## src/rtl/uart_fic_pkg.sv

```systemverilog
package uart_fic_pkg;
   typedef enum logic [2:0] {
      IID_MODEM = 3'b000,
      IID_THRE  = 3'b001,
      IID_RDATA = 3'b010,
      IID_LINE  = 3'b011,
      IID_TMO   = 3'b110
   } iid_e;

   localparam int unsigned BASE_DEPTH = 16;
endpackage

```

## src/rtl/ufc_fcr_reg.sv

```systemverilog
module ufc_fcr_reg #(
   parameter int unsigned ADDR_W  = 3,
   parameter int unsigned FCR_OFS = 2
) (
   input  logic              clk,
   input  logic              rst_n,
   input  logic              bus_wr,
   input  logic [ADDR_W-1:0] bus_addr,
   input  logic [7:0]        bus_wdata,
   output logic              fifo_en,
   output logic [1:0]        trig_sel,
   output logic              rx_flush,
   output logic              tx_flush
);
   localparam logic [ADDR_W-1:0] OFS = ADDR_W'(FCR_OFS);

   logic hit;
   assign hit = bus_wr && (bus_addr == OFS);

   always_ff @(posedge clk or negedge rst_n) begin
      if (!rst_n) begin
         fifo_en  <= 1'b0;
         trig_sel <= 2'b00;
         rx_flush <= 1'b0;
         tx_flush <= 1'b0;
      end else begin
         rx_flush <= 1'b0;
         tx_flush <= 1'b0;
         if (hit) begin
            if (bus_wdata[0]) begin
               fifo_en  <= 1'b1;
               trig_sel <= bus_wdata[7:6];
               rx_flush <= bus_wdata[1];
               tx_flush <= bus_wdata[2];
            end else begin
               fifo_en  <= 1'b0;
               rx_flush <= 1'b1;
               tx_flush <= 1'b1;
            end
         end
      end
   end
endmodule

```

## src/rtl/ufc_trig_map.sv

```systemverilog
module ufc_trig_map #(
   parameter int unsigned FIFO_DEPTH = 16,
   parameter int unsigned CNT_W      = $clog2(FIFO_DEPTH + 1)
) (
   input  logic [1:0]       trig_sel,
   output logic [CNT_W-1:0] trig_level
);
   localparam int unsigned SCALE = FIFO_DEPTH / uart_fic_pkg::BASE_DEPTH;

   logic [4:0] base;
   always_comb begin
      case (trig_sel)
         2'b00:   base = 5'd1;
         2'b01:   base = 5'd4;
         2'b10:   base = 5'd8;
         default: base = 5'd14;
      endcase
   end

   generate
      if (SCALE == 1) begin : g_native
         assign trig_level = CNT_W'(base);
      end else begin : g_scaled
         assign trig_level = CNT_W'(base * SCALE);
      end
   endgenerate
endmodule

```

## src/rtl/ufc_irq_prio.sv

```systemverilog
module ufc_irq_prio #(
   parameter int unsigned CNT_W = 5
) (
   input  logic [3:0]       ier,
   input  logic             fifo_en,
   input  logic [CNT_W-1:0] trig_level,
   input  logic             lsr_err,
   input  logic [CNT_W-1:0] rx_count,
   input  logic             rx_timeout,
   input  logic             thr_empty,
   input  logic             msr_delta,
   output logic [7:0]       iir,
   output logic             irq
);
   import uart_fic_pkg::*;

   logic src_line, src_data, src_tmo, src_thre, src_modem, any;
   iid_e code;

   assign src_line  = ier[2] & lsr_err;
   assign src_data  = ier[0] & (fifo_en ? (rx_count >= trig_level) : (rx_count != '0));
   assign src_tmo   = ier[0] & fifo_en & rx_timeout;
   assign src_thre  = ier[1] & thr_empty;
   assign src_modem = ier[3] & msr_delta;
   assign any = src_line | src_data | src_tmo | src_thre | src_modem;

   always_comb begin
      if (src_line)      code = IID_LINE;
      else if (src_data) code = IID_RDATA;
      else if (src_tmo)  code = IID_TMO;
      else if (src_thre) code = IID_THRE;
      else               code = IID_MODEM;
   end

   assign iir = {{2{fifo_en}}, 2'b00, code, ~any};
   assign irq = any;
endmodule

```

## src/rtl/uart_fifo_irq_ctl.sv

```systemverilog
module uart_fifo_irq_ctl #(
   parameter int unsigned ADDR_W     = 3,
   parameter int unsigned FCR_OFS    = 2,
   parameter int unsigned FIFO_DEPTH = 16,
   parameter int unsigned CNT_W      = $clog2(FIFO_DEPTH + 1)
) (
   input  logic              clk,
   input  logic              rst_n,
   input  logic              bus_wr,
   input  logic [ADDR_W-1:0] bus_addr,
   input  logic [7:0]        bus_wdata,
   input  logic [3:0]        ier,
   input  logic              lsr_err,
   input  logic [CNT_W-1:0]  rx_count,
   input  logic              rx_timeout,
   input  logic              thr_empty,
   input  logic              msr_delta,
   output logic              fifo_en,
   output logic              rx_flush,
   output logic              tx_flush,
   output logic [CNT_W-1:0]  trig_level,
   output logic [7:0]        iir,
   output logic              irq
);
   generate
      if (FIFO_DEPTH < 16 || (FIFO_DEPTH % 16) != 0) begin : g_bad_depth
         $error("FIFO_DEPTH must be a nonzero multiple of 16");
      end
      if (FCR_OFS >= (1 << ADDR_W)) begin : g_bad_ofs
         $error("FCR_OFS does not fit in ADDR_W bits");
      end
   endgenerate

   logic [1:0] trig_sel;

   ufc_fcr_reg #(.ADDR_W(ADDR_W), .FCR_OFS(FCR_OFS)) u_fcr (
      .clk(clk), .rst_n(rst_n), .bus_wr(bus_wr), .bus_addr(bus_addr),
      .bus_wdata(bus_wdata), .fifo_en(fifo_en), .trig_sel(trig_sel),
      .rx_flush(rx_flush), .tx_flush(tx_flush)
   );

   ufc_trig_map #(.FIFO_DEPTH(FIFO_DEPTH), .CNT_W(CNT_W)) u_trig (
      .trig_sel(trig_sel), .trig_level(trig_level)
   );

   ufc_irq_prio #(.CNT_W(CNT_W)) u_prio (
      .ier(ier), .fifo_en(fifo_en), .trig_level(trig_level),
      .lsr_err(lsr_err), .rx_count(rx_count), .rx_timeout(rx_timeout),
      .thr_empty(thr_empty), .msr_delta(msr_delta), .iir(iir), .irq(irq)
   );
endmodule

```

## config.mk

```make
export PLATFORM = sky130hd
export DESIGN_NAME = uart_fifo_irq_ctl
export DESIGN_NICKNAME = d
export VERILOG_FILES = /design/src/rtl/uart_fic_pkg.sv /design/src/rtl/ufc_fcr_reg.sv /design/src/rtl/ufc_trig_map.sv /design/src/rtl/ufc_irq_prio.sv /design/src/rtl/uart_fifo_irq_ctl.sv
export SDC_FILE = /design/constraint.sdc
export NUM_CORES = 1
export LEC_CHECK = 0
export BUFFER_PORTS_ARGS = -buffer_cell sky130_fd_sc_hd__buf_4
export CORE_MARGIN = 2
export CORE_UTILIZATION = 30
export CTS_BUF_LIST = sky130_fd_sc_hd__clkbuf_8 sky130_fd_sc_hd__clkbuf_16
export DETAILED_ROUTE_END_ITERATION = 8
export GPL_ROUTABILITY_DRIVEN = 0
export PLACE_DENSITY = 0.84
export SYNTH_ARGS = -nofsm -noshare
export SYNTH_HDL_FRONTEND = slang
export SYNTH_SLANG_ARGS = --single-unit
```

## constraint.sdc

```tcl
create_clock -name clk -period 1.9 [get_ports clk]
set_input_delay 0.38 -clock clk [delete_from_list [all_inputs] [get_ports clk]]
set_output_delay 0.38 -clock clk [all_outputs]
set_load 0.02 [all_outputs]
```

==> Word level (Yosys, flattened, before mapping) <==
Cells that the tools add are included.
{ "classes": {"bitwise_logic": 11, "n_lt_le_gt_ge": 1, "reduce_logical": 4, "muxes": 11, "n_eq_ne": 3} }
{ "op_table": {"columns": ["op", "count"], "rows": [
  ["case mux 4 bit (3 select lines)", 1],
  ["2-to-1 mux 3 bit", 3],
  ["2-to-1 mux 1 bit", 7],
  ["bitwise AND 1 bit", 6],
  [">= comparator 5 x 4 -> 1 bit", 1],
  ["nonzero test 5 bit", 1],
  ["OR 1 bit", 4],
  ["== test 3 x 2 -> 1 bit, second input constant", 1],
  ["== test 2 x 1 -> 1 bit, second input constant", 1],
  ["== test 2 bit, second input constant", 1],
  ["logical NOT 2 bit", 1],
  ["AND reduction 2 bit", 1],
  ["logical AND 1 bit", 1],
  ["inverter 1 bit", 1]
]} }
{ "word_totals": {"elab_cells": 34, "output_inout_bits": 17, "regBits": 5, "inputBits": 27} }

==> Depth between registers and ports, before layout <==
Gate-level depths: netlist of the first run.
{ "logic_depth": {"depth_word": 10, "mapped_depth": 7, "ltp_nobuf": 7} }

==> Cells and area by module <==
A second synthesis of the first run with hierarchy kept.
{ "unflattened": {"cells_unflattened": 54, "hier_area_um2": 496.7} }
{ "modules_own_cells": {"columns": ["module", "seq_area_each_um2", "cells_per_inst", "n_inst", "area_per_inst_um2"], "rows": [
  ["ufc_irq_prio", 0.0, 32, 1, 247.7],
  ["ufc_fcr_reg", 125.1, 16, 1, 220.2],
  ["ufc_trig_map", 0.0, 6, 1, 28.8]
]} }

==> Worst setup path before layout of the first run <==
Ideal clock, no wire load.
{ "synth_path": {"path_kind": "register -> output", "start": "register u_fcr.trig_sel[1]", "end": "output port iir[0]", "n_path_buf": 0, "setup_slack_ns": -0.547, "path_stages_with_launch": 8, "required_time_ns": 1.520, "arrival_time_ns": 2.067, "cell_sequence": "dfrtp_1 -> nor2_1 -> ha_1 -> nand2b_1 -> a211oi_1 -> o211ai_1 -> a32oi_2 -> and3_1"} }
{ "synth_via": {"elab_chain_cells": 10, "elab_cells_between_ends": 12, "cone_classes": "order compare (1); eq/ne (2); mux (2); bitwise (6); reduce/logical (1)"} }
{ "synth_lines": {"columns": ["item", "line_no", "rtl"], "rows": [
  ["start: declaration", "ufc_fcr_reg.sv:11", "output logic [1:0] trig_sel,"],
  ["start signal: assignment", "ufc_fcr_reg.sv:32", "trig_sel <= bus_wdata[7:6];"],
  ["== test 2 bit, or another cell as far along", "ufc_trig_map.sv:12", "case (trig_sel)"],
  ["case mux 4 bit (3 select lines) *", "ufc_trig_map.sv:12", null],
  ["via trig_level[0]", "uart_fifo_irq_ctl.sv:21", "output logic [CNT_W-1:0] trig_level,"],
  [">= comparator 5 x 4 -> 1 bit *", "ufc_irq_prio.sv:21", "assign src_data = ier[0] & (fifo_en ? (rx_count >= trig_level) : (rx_count != '0));"],
  ["2-to-1 mux 1 bit *", "ufc_irq_prio.sv:21", null],
  ["bitwise AND 1 bit *", "ufc_irq_prio.sv:21", null],
  ["OR 1 bit * (4 in series)", "ufc_irq_prio.sv:25", "assign any = src_line | src_data | src_tmo | src_thre | src_modem;"],
  ["inverter 1 bit *", "ufc_irq_prio.sv:35", "assign iir = {{2{fifo_en}}, 2'b00, code, ~any};"],
  ["end: declaration", "uart_fifo_irq_ctl.sv:22", "output logic [7:0] iir,"]
]} }
Mark *: on every way through the listed nets, which the timed path passes. The rest lies on a longest branch.

==> Worst setup path after layout of the first run <==
{ "layout_path": {"start": "register u_fcr.trig_sel[0]", "end": "output port iir[0]"} }
{ "layout_via": {"elab_chain_cells": 10, "elab_cells_between_ends": 12, "cone_classes": "order compare (1); eq/ne (2); mux (2); bitwise (6); reduce/logical (1)"} }
{ "layout_lines": {"columns": ["item", "line_no"], "rows": [
  ["== test 2 bit, or another cell as far along", "ufc_trig_map.sv:12"],
  ["case mux 4 bit (3 select lines) *", "ufc_trig_map.sv:12"],
  [">= comparator 5 x 4 -> 1 bit *", "ufc_irq_prio.sv:21"],
  ["2-to-1 mux 1 bit *", "ufc_irq_prio.sv:21"],
  ["bitwise AND 1 bit *", "ufc_irq_prio.sv:21"],
  ["OR 1 bit * (4 in series)", "ufc_irq_prio.sv:25"],
  ["inverter 1 bit *", "ufc_irq_prio.sv:35"]
]} }
Every way passes the cells marked *; elsewhere a longest branch is shown, timed or not.

==> flow_summary.yaml, run 1 <==
status:
  status: "finished with violations"
  violations: "negative setup slack"
critical_path:
  start_kind: "flip-flop"
  r2r_setup_slack_ps: 970
  crit_family: "compound AO/OA/AOI/OAI gates"
  r2r_start: "u_fcr.trig_sel[1]"
  reg2reg_depth: 2
  critPathKind: "flip-flop to output port"
  cp_num_buf_inv: 1
  cp-end-kind: "output port"
  worstPathMaxFanout: 4
  cp_cell_sequence: "nor2_4, ha_4, nand2b_4, a211oi_2, o211ai_1, a32oi_2, and3_4, buf_6"
  crit_cells: 8
  slowest_stage: "dfrtp_1"
  worstPathRequired_ps: 1520
  r2r-end: "u_fcr.trig_sel[1]"
  max_stage_delay_ps: 400
  crit_arrival_ps: 2040
route:
  drc: 0
  drtAntennaViolNets: 0
  drt-total-wl_mm: 1.17
  avgViaCountPerCell: 4.63
  vias: 500
  dr.pass1.iters: 4
  dr.first_iter.drc_count: 1
  wl_per_cell_um: 10.8
final_layout:
  design_area_um2: 842
  seqCellArea_um2: 125
  antennaDiodeCount: 0
  mostFrequentLayoutCells: "39 x buf_4, 8 x inv_1, 6 x nand2_1"
  fin_nets: 125
  drive_gt1_share_pct: 60.2
  fill_cells: 123
  layout_commonest_cell: "buf_4"
  multi_input_area_um2: 279
  area_growth_pct: 99.1
clocking:
  cts_buffers: 3
  clock-sinks: 5
  path_clk_slew_ps: 30
  post_cts_buffers: 0
  cts-root-buf: "clkbuf_8"
  clock_latency_ps: 220
  clockBufferDepth: 2
  tritoncts: "yes"
  htreeDepth: 1
hold_path:
  whs_path_depth: 2
  hold_class: "input port to flip-flop"
  min_to: "u_fcr.tx_flush"
  min_from: "bus_wdata[0]"
power:
  sw_frac_of_total_pct: 33.5
  p_comb_share_pct: 50.0
  ir_worst_vdd_mv: 0.431
  p_leak_nw: 0.460
  p_int_mw: 0.436
  p_per_area_nw_per_um2: 778
  p_total_mw: 0.655
  power.switching_mw: 0.220
  p_clk_share_pct: 29.1
  p_seq_share_pct: 20.9
timing:
  hold_viol_final: 0
  finalHoldWorstSlack_ps: 343
  setup_viol: 5
  max_freq_ghz: 0.414
  layout_setup_ws_ps: -518
  final_max_slew_viol_count: 0
  finClkSkew_ps: 0
  fin_crit_sh_pct: 127
  period_needed_ps: 2420
  rsz0062_at_grt: "true"
floorplan:
  die_area_um2: 1730
  die_h_um: 41.5
  core_area_um2: 1300
  die_w_um: 41.5
  ioPinCount: 44
  start_util_pct: 32.5
  rows: 13
global_route:
  grt_max_degree: 8
  track_usage_pct: 14.3
  grt-ovfl-total: 0
  grt_pass1_vias: 480
  antenna_found_initial: 0
  grt_pass1_wl_mm: 1.89
synth:
  syn_avg_cell_area_um2: 8.46
  ys_seq_area_share_pct: 29.6
  synth_seq_cells: 5
  synth_cell_types: 23
  syn-cell-area_um2: 423
  synth_cells: 50
  yosys_warnings: 0
place:
  io_buffer_count: 37
  place_ws_ps: -362
  dpl_cell_area_um2: 739
  hpwl_um: 986
flow_run:
  max-cap-violations: 0
==> power groups by stage <==
| stage | clock (mW) | combinational (mW) | sequential [mW] |
|---|---|---|---|
| 2_1_floorplan | 0 | 0.148 | 0.151 |
| 3_3_place_gp | 0 | 0.289 | 0.138 |
| 3_5_place_dp | 0 | 0.296 | 0.138 |
| 4_1_cts | 0.194 | 0.325 | 0.137 |
| 5_1_grt | 0.205 | 0.351 | 0.139 |
| 6_report | 0.191 | 0.328 | 0.137 |
==> cell families (layout without fill, tap and decap cells) <==
| kind of cell | Yosys count | count (layout) | share of synthesized area [%] |
|---|---|---|---|
| fa+ha+maj | 4 | 4 | 11.8 |
| compound gates | 9 | 9 | 17.5 |
| other cells | 1 | 3 | 0.887 |
| mux | 2 | 2 | 5.33 |
| flops | 5 | 5 | 29.6 |
| simple gates | 15 | 15 | 18.0 |
| buf+inv | 14 | 55 | 16.9 |
==> per-stage QoR <==
stage | utilization [%] | TNS [ps] | instances
CTS | 63.8 | -2240 | 108
global route | 64.7 | -2660 | 108
floorplan | - | -1060 | 52
detailed placement | 56.8 | -1370 | 103
finish | 64.7 | -2200 | 108
global placement | 56.8 | -1230 | 103
==> worst max-delay path by stage <==
stage	start	endpoint	slack [ps]
2_1_floorplan	u_fcr.trig_sel[0]	iir[1]	-270
5_1_grt	u_fcr.trig_sel[0]	iir[0]	-600
6_report	u_fcr.trig_sel[0]	iir[0]	-520
4_1_cts	u_fcr.trig_sel[1]	iir[0]	-530
3_5_place_dp	rx_count[0]	iir[0]	-360
3_3_place_gp	rx_count[0]	iir[0]	-330
==> sequential cells by signal, indices dropped and copies added, names as in the netlist <==
signal          count
u_fcr.fifo_en       1
u_fcr.rx_flush      1
u_fcr.tx_flush      1
u_fcr.trig_sel      2
==> cell usage after synthesis, drive strengths merged <==
master   instances  area, µm²
buf              5       37.5
conb             1       3.75
or4              1       7.51
a22oi            1       7.51
o31a             1       8.76
o211ai           1       7.51
nand2b           1       6.26
clkbuf           2       7.51
inv              7       26.3
a32o             1       11.3
nand4bb          1       11.3
nand4            1       6.26
nand3            1       5.00
and3             1       6.26
nand2            6       22.5
a21oi            2       10.0
ha               4       50.1
mux2             2       22.5
a32oi            1       16.3
dfrtp            5        125
nor2             3       11.3
a211oi           1       7.51
o21ai            1       5.00
==> cell type report <==
class	instances	area share [%]
clock buffers	3	4.90
inverters	7	3.12
multi-input cells	33	33.1
flip-flops and latches	5	14.9
well taps	15	2.23
clock inverters	1	0.446
repair buffers	44	41.3
==> per-layer routing <==
metal	vias to the layer above	part of all wire (%)	global-route usage, %
li1	251	-	-
met1	211	34	13.1
met2	35	51	25.3
met3	3	14	5.65
met4	0	1.8	9.68
met5	-	0	0
==> what timing repair did <==
| action | 4_1_cts | 5_1_grt |
|---|---|---|
| gates resized for setup | 6 | 3 |
| endpoints found under the hold margin | 5 | 0 |
| pin swaps | 7 | 6 |
| endpoints found under the setup margin | 5 | 5 |
| hold buffers | 1 | 0 |
(Power assumes the default switching activity.)
==> run 2: changes to the inputs <==
--- a/config.mk
+++ b/config.mk
@@ -5,13 +5,16 @@
 export SDC_FILE = /design/constraint.sdc
 export NUM_CORES = 1
 export LEC_CHECK = 0
+export ABC_AREA = 1
 export BUFFER_PORTS_ARGS = -buffer_cell sky130_fd_sc_hd__buf_4
+export CAP_MARGIN = 20
+export CORE_ASPECT_RATIO = 1.1
 export CORE_MARGIN = 2
-export CORE_UTILIZATION = 30
+export CORE_UTILIZATION = 31
 export CTS_BUF_LIST = sky130_fd_sc_hd__clkbuf_8 sky130_fd_sc_hd__clkbuf_16
 export DETAILED_ROUTE_END_ITERATION = 8
 export GPL_ROUTABILITY_DRIVEN = 0
-export PLACE_DENSITY = 0.84
+export PLACE_DENSITY = 0.83
 export SYNTH_ARGS = -nofsm -noshare
 export SYNTH_HDL_FRONTEND = slang
 export SYNTH_SLANG_ARGS = --single-unit
==> run 2 against run 1 <==
Critical path type unchanged; synthesized cell count grew 42%; the flow still finishes with violations (negative setup slack); via count grew 14%; sequential share of layout area shrank 0.67 points; largest cell class is now multi-input combinational cells; hold slack gained 3.9 ps.
==> flow_summary.yaml, run 2 <==
final_layout:
  drive_gt1_share_pct: 55.0
  antennaDiodeCount: 0
  area_growth_pct: 93.3
  post-route-util_pct: 65.0
  mostFrequentLayoutCells: "37 x buf_4, 13 x inv_1, 11 x nand2_1"
  fin_nets: 143
  largest-register: "u_fcr.trig_sel"
  layout_commonest_cell: "buf_4"
  fill_cells: 124
  largest_register_ffs: 2
  final_cells: 127
route:
  wl_per_cell_um: 11.1
  vias: 569
  dr.first_iter.drc_count: 4
  drt-total-wl_mm: 1.41
  dr.pass1.iters: 2
  drc: 0
  avgViaCountPerCell: 4.48
  drtAntennaViolNets: 0
synth:
  ys_seq_area_share_pct: 26.9
  synth_flop_cell: "dfrtp_1"
  synth_most_common_cell: "inv_1"
  synth_top_area_share_pct: 26.9
  synth_cell_types: 18
  synth_top_area_cell: "dfrtp_1"
  synth_cells: 71
  syn_avg_cell_area_um2: 6.56
  ys_async_sr_fraction_pct: 100
  synth_common_cells: "16 x inv_1, 12 x nand2_1, 9 x nor2_1, 5 x buf_4, 5 x dfrtp_1"
  synth_seq_cells: 5
  syn-cell-area_um2: 465
  synth_edf_count: 0
  synth.area.top_cells: "dfrtp_1 27%, inv_1 13%, ha_1 11%, nand2_1 9.7%, buf_4 8.1%"
  yosys_warnings: 0
floorplan:
  core_area_um2: 1380
  start_util_pct: 33.6
  rows: 14
  die_area_um2: 1830
  die_w_um: 40.9
  die_h_um: 44.6
  ioPinCount: 44
timing:
  fin_setup_tns_ps: -588
  final_max_slew_viol_count: 0
  finClkSkew_ps: 0
  period_needed_ps: 2040
  max_freq_ghz: 0.491
  fin_crit_sh_pct: 107
  rsz0062_at_grt: "true"
  setup_viol: 5
  layout_setup_ws_ps: -137
  hold_viol_final: 0
place:
  place_ws_ps: 35.5
  io_buffer_count: 37
  dp.cells: 119
  hpwl_mm: 1.05
critical_path:
  start_kind: "flip-flop"
  cp_cell_sequence: "nor2_4, ha_4, inv_2, nand2_2, nand3_2, nand3_2, nand2_4, nand3b_1, nand2_1, buf_6"
  critPathKind: "flip-flop to output port"
  cp-end-kind: "output port"
  slowest_stage: "dfrtp_2"
  worstPathMaxFanout: 4
  path_common_cell: "nand3_2"
  reg2reg_depth: 2
  crit_arrival_ps: 1660
  worstPathRequired_ps: 1520
  max_stage_delay_ps: 430
  r2r_setup_slack_ps: 1140
power:
  p_total_mw: 0.667
  p_leak_nw: 0.500
  p_per_area_nw_per_um2: 741
  ir_worst_vdd_mv: 0.488
clocking:
  clock-sinks: 5
  tritoncts: "yes"
  path_clk_slew_ps: 30
  clock_latency_ps: 220
  htreeDepth: 1
  cts-root-buf: "clkbuf_8"
  cts_buffers: 3
  clockBufferDepth: 2
global_route:
  track_usage_pct: 16.7
  grt_pass1_wl_mm: 2.01
  grt-ovfl-total: 0
  grt_pass1_vias: 540
  grt_max_degree: 7
  antenna_found_initial: 0
hold_path:
  hold_class: "input port to flip-flop"
  whs_path_depth: 2
status:
  status: "finished with violations"
  violations: "negative setup slack"
flow_run:
  max-cap-violations: 0
==> run 2: cell types whose count changed in the layout (fill, tap and decap cells not counted), sizes merged, moves of 2 or more <==
cell	previous run	this run
mux2	2	0
nand3	1	5
nand2	6	13
nor2	3	10
inv	8	17
a21oi	2	4
buf	43	40
==> run 2: through the flow <==
| step | area, µm² | hold WS (ps) |
|---|---|---|
| finish | 900 | 347 |
| global placement | 738 | 183 |
| detailed placement | 738 | 183 |
| floorplan | 485 | 84.4 |
| CTS | 807 | 339 |
| global route | 900 | 360 |
==> run 2: logic make-up after synthesis <==
kind of cell	synth area share [%]
adder cells (fa/ha/maj)	10.8
AO/OA/AOI/OAI	6.45
flip-flops	26.9
buffers and inverters	22.6
AND/OR/NAND/NOR	32.5
other	0.806
==> run 2: area by class of cell <==
cell class | instances | area (µm²) | share of cell area [%]
sequential | 5 | 128 | 14.2
multi-input combinational | 45 | 325 | 36.2
inverter | 16 | 60.1 | 6.68
tap | 16 | 20.0 | 2.23
clock inverter | 1 | 3.75 | 0.417
clock buffer | 3 | 41.3 | 4.59
timing repair buffer | 41 | 322 | 35.7
==> run 2: critical path, delay by kind of cell (launching register included) <==
family	cells	cell delay [ps]
buffers and inverters	2	170
and+or+nand+nor	7	600
DFF	1	430
adders and majority gates	1	220
==> run 2: repair_timing <==
action	in CTS	in global routing
pin swaps	3	8
buffers inserted	1	2
endpoints found under the setup margin	5	5
hold buffers	1	0
gates resized for setup	3	16
endpoints found under the hold margin	5	0
==> run 2: path summary, 6_finish.rpt <==
kind	to	startpoint
max in group asynchronous	u_fcr.trig_sel[0]	rst_n
worst min-delay path	u_fcr.rx_flush	bus_wdata[0]
min in group asynchronous	u_fcr.fifo_en	rst_n
worst max register to register	u_fcr.fifo_en	u_fcr.fifo_en
worst min register to register	u_fcr.trig_sel[1]	u_fcr.trig_sel[1]
worst max-delay path	iir[1]	u_fcr.trig_sel[0]
==> run 2: power breakdown <==
group	internal (mW)	switching, mW	total, mW
Sequential	0.123	0.0219	0.145
Clock	0.139	0.0529	0.191
Combinational	0.158	0.173	0.331
Total	0.420	0.247	0.667
==> run 2: routing by layer <==
layer | share of wire (%) | wire length (µm) | up-vias | GRT usage [%]
met5 | 0 | 0 | - | 0
met4 | 3.8 | 53 | 0 | 14.0
met3 | 6.3 | 88 | 6 | 5.53
met2 | 57 | 795 | 23 | 27.2
met1 | 33 | 467 | 253 | 15.8
li1 | - | - | 287 | -
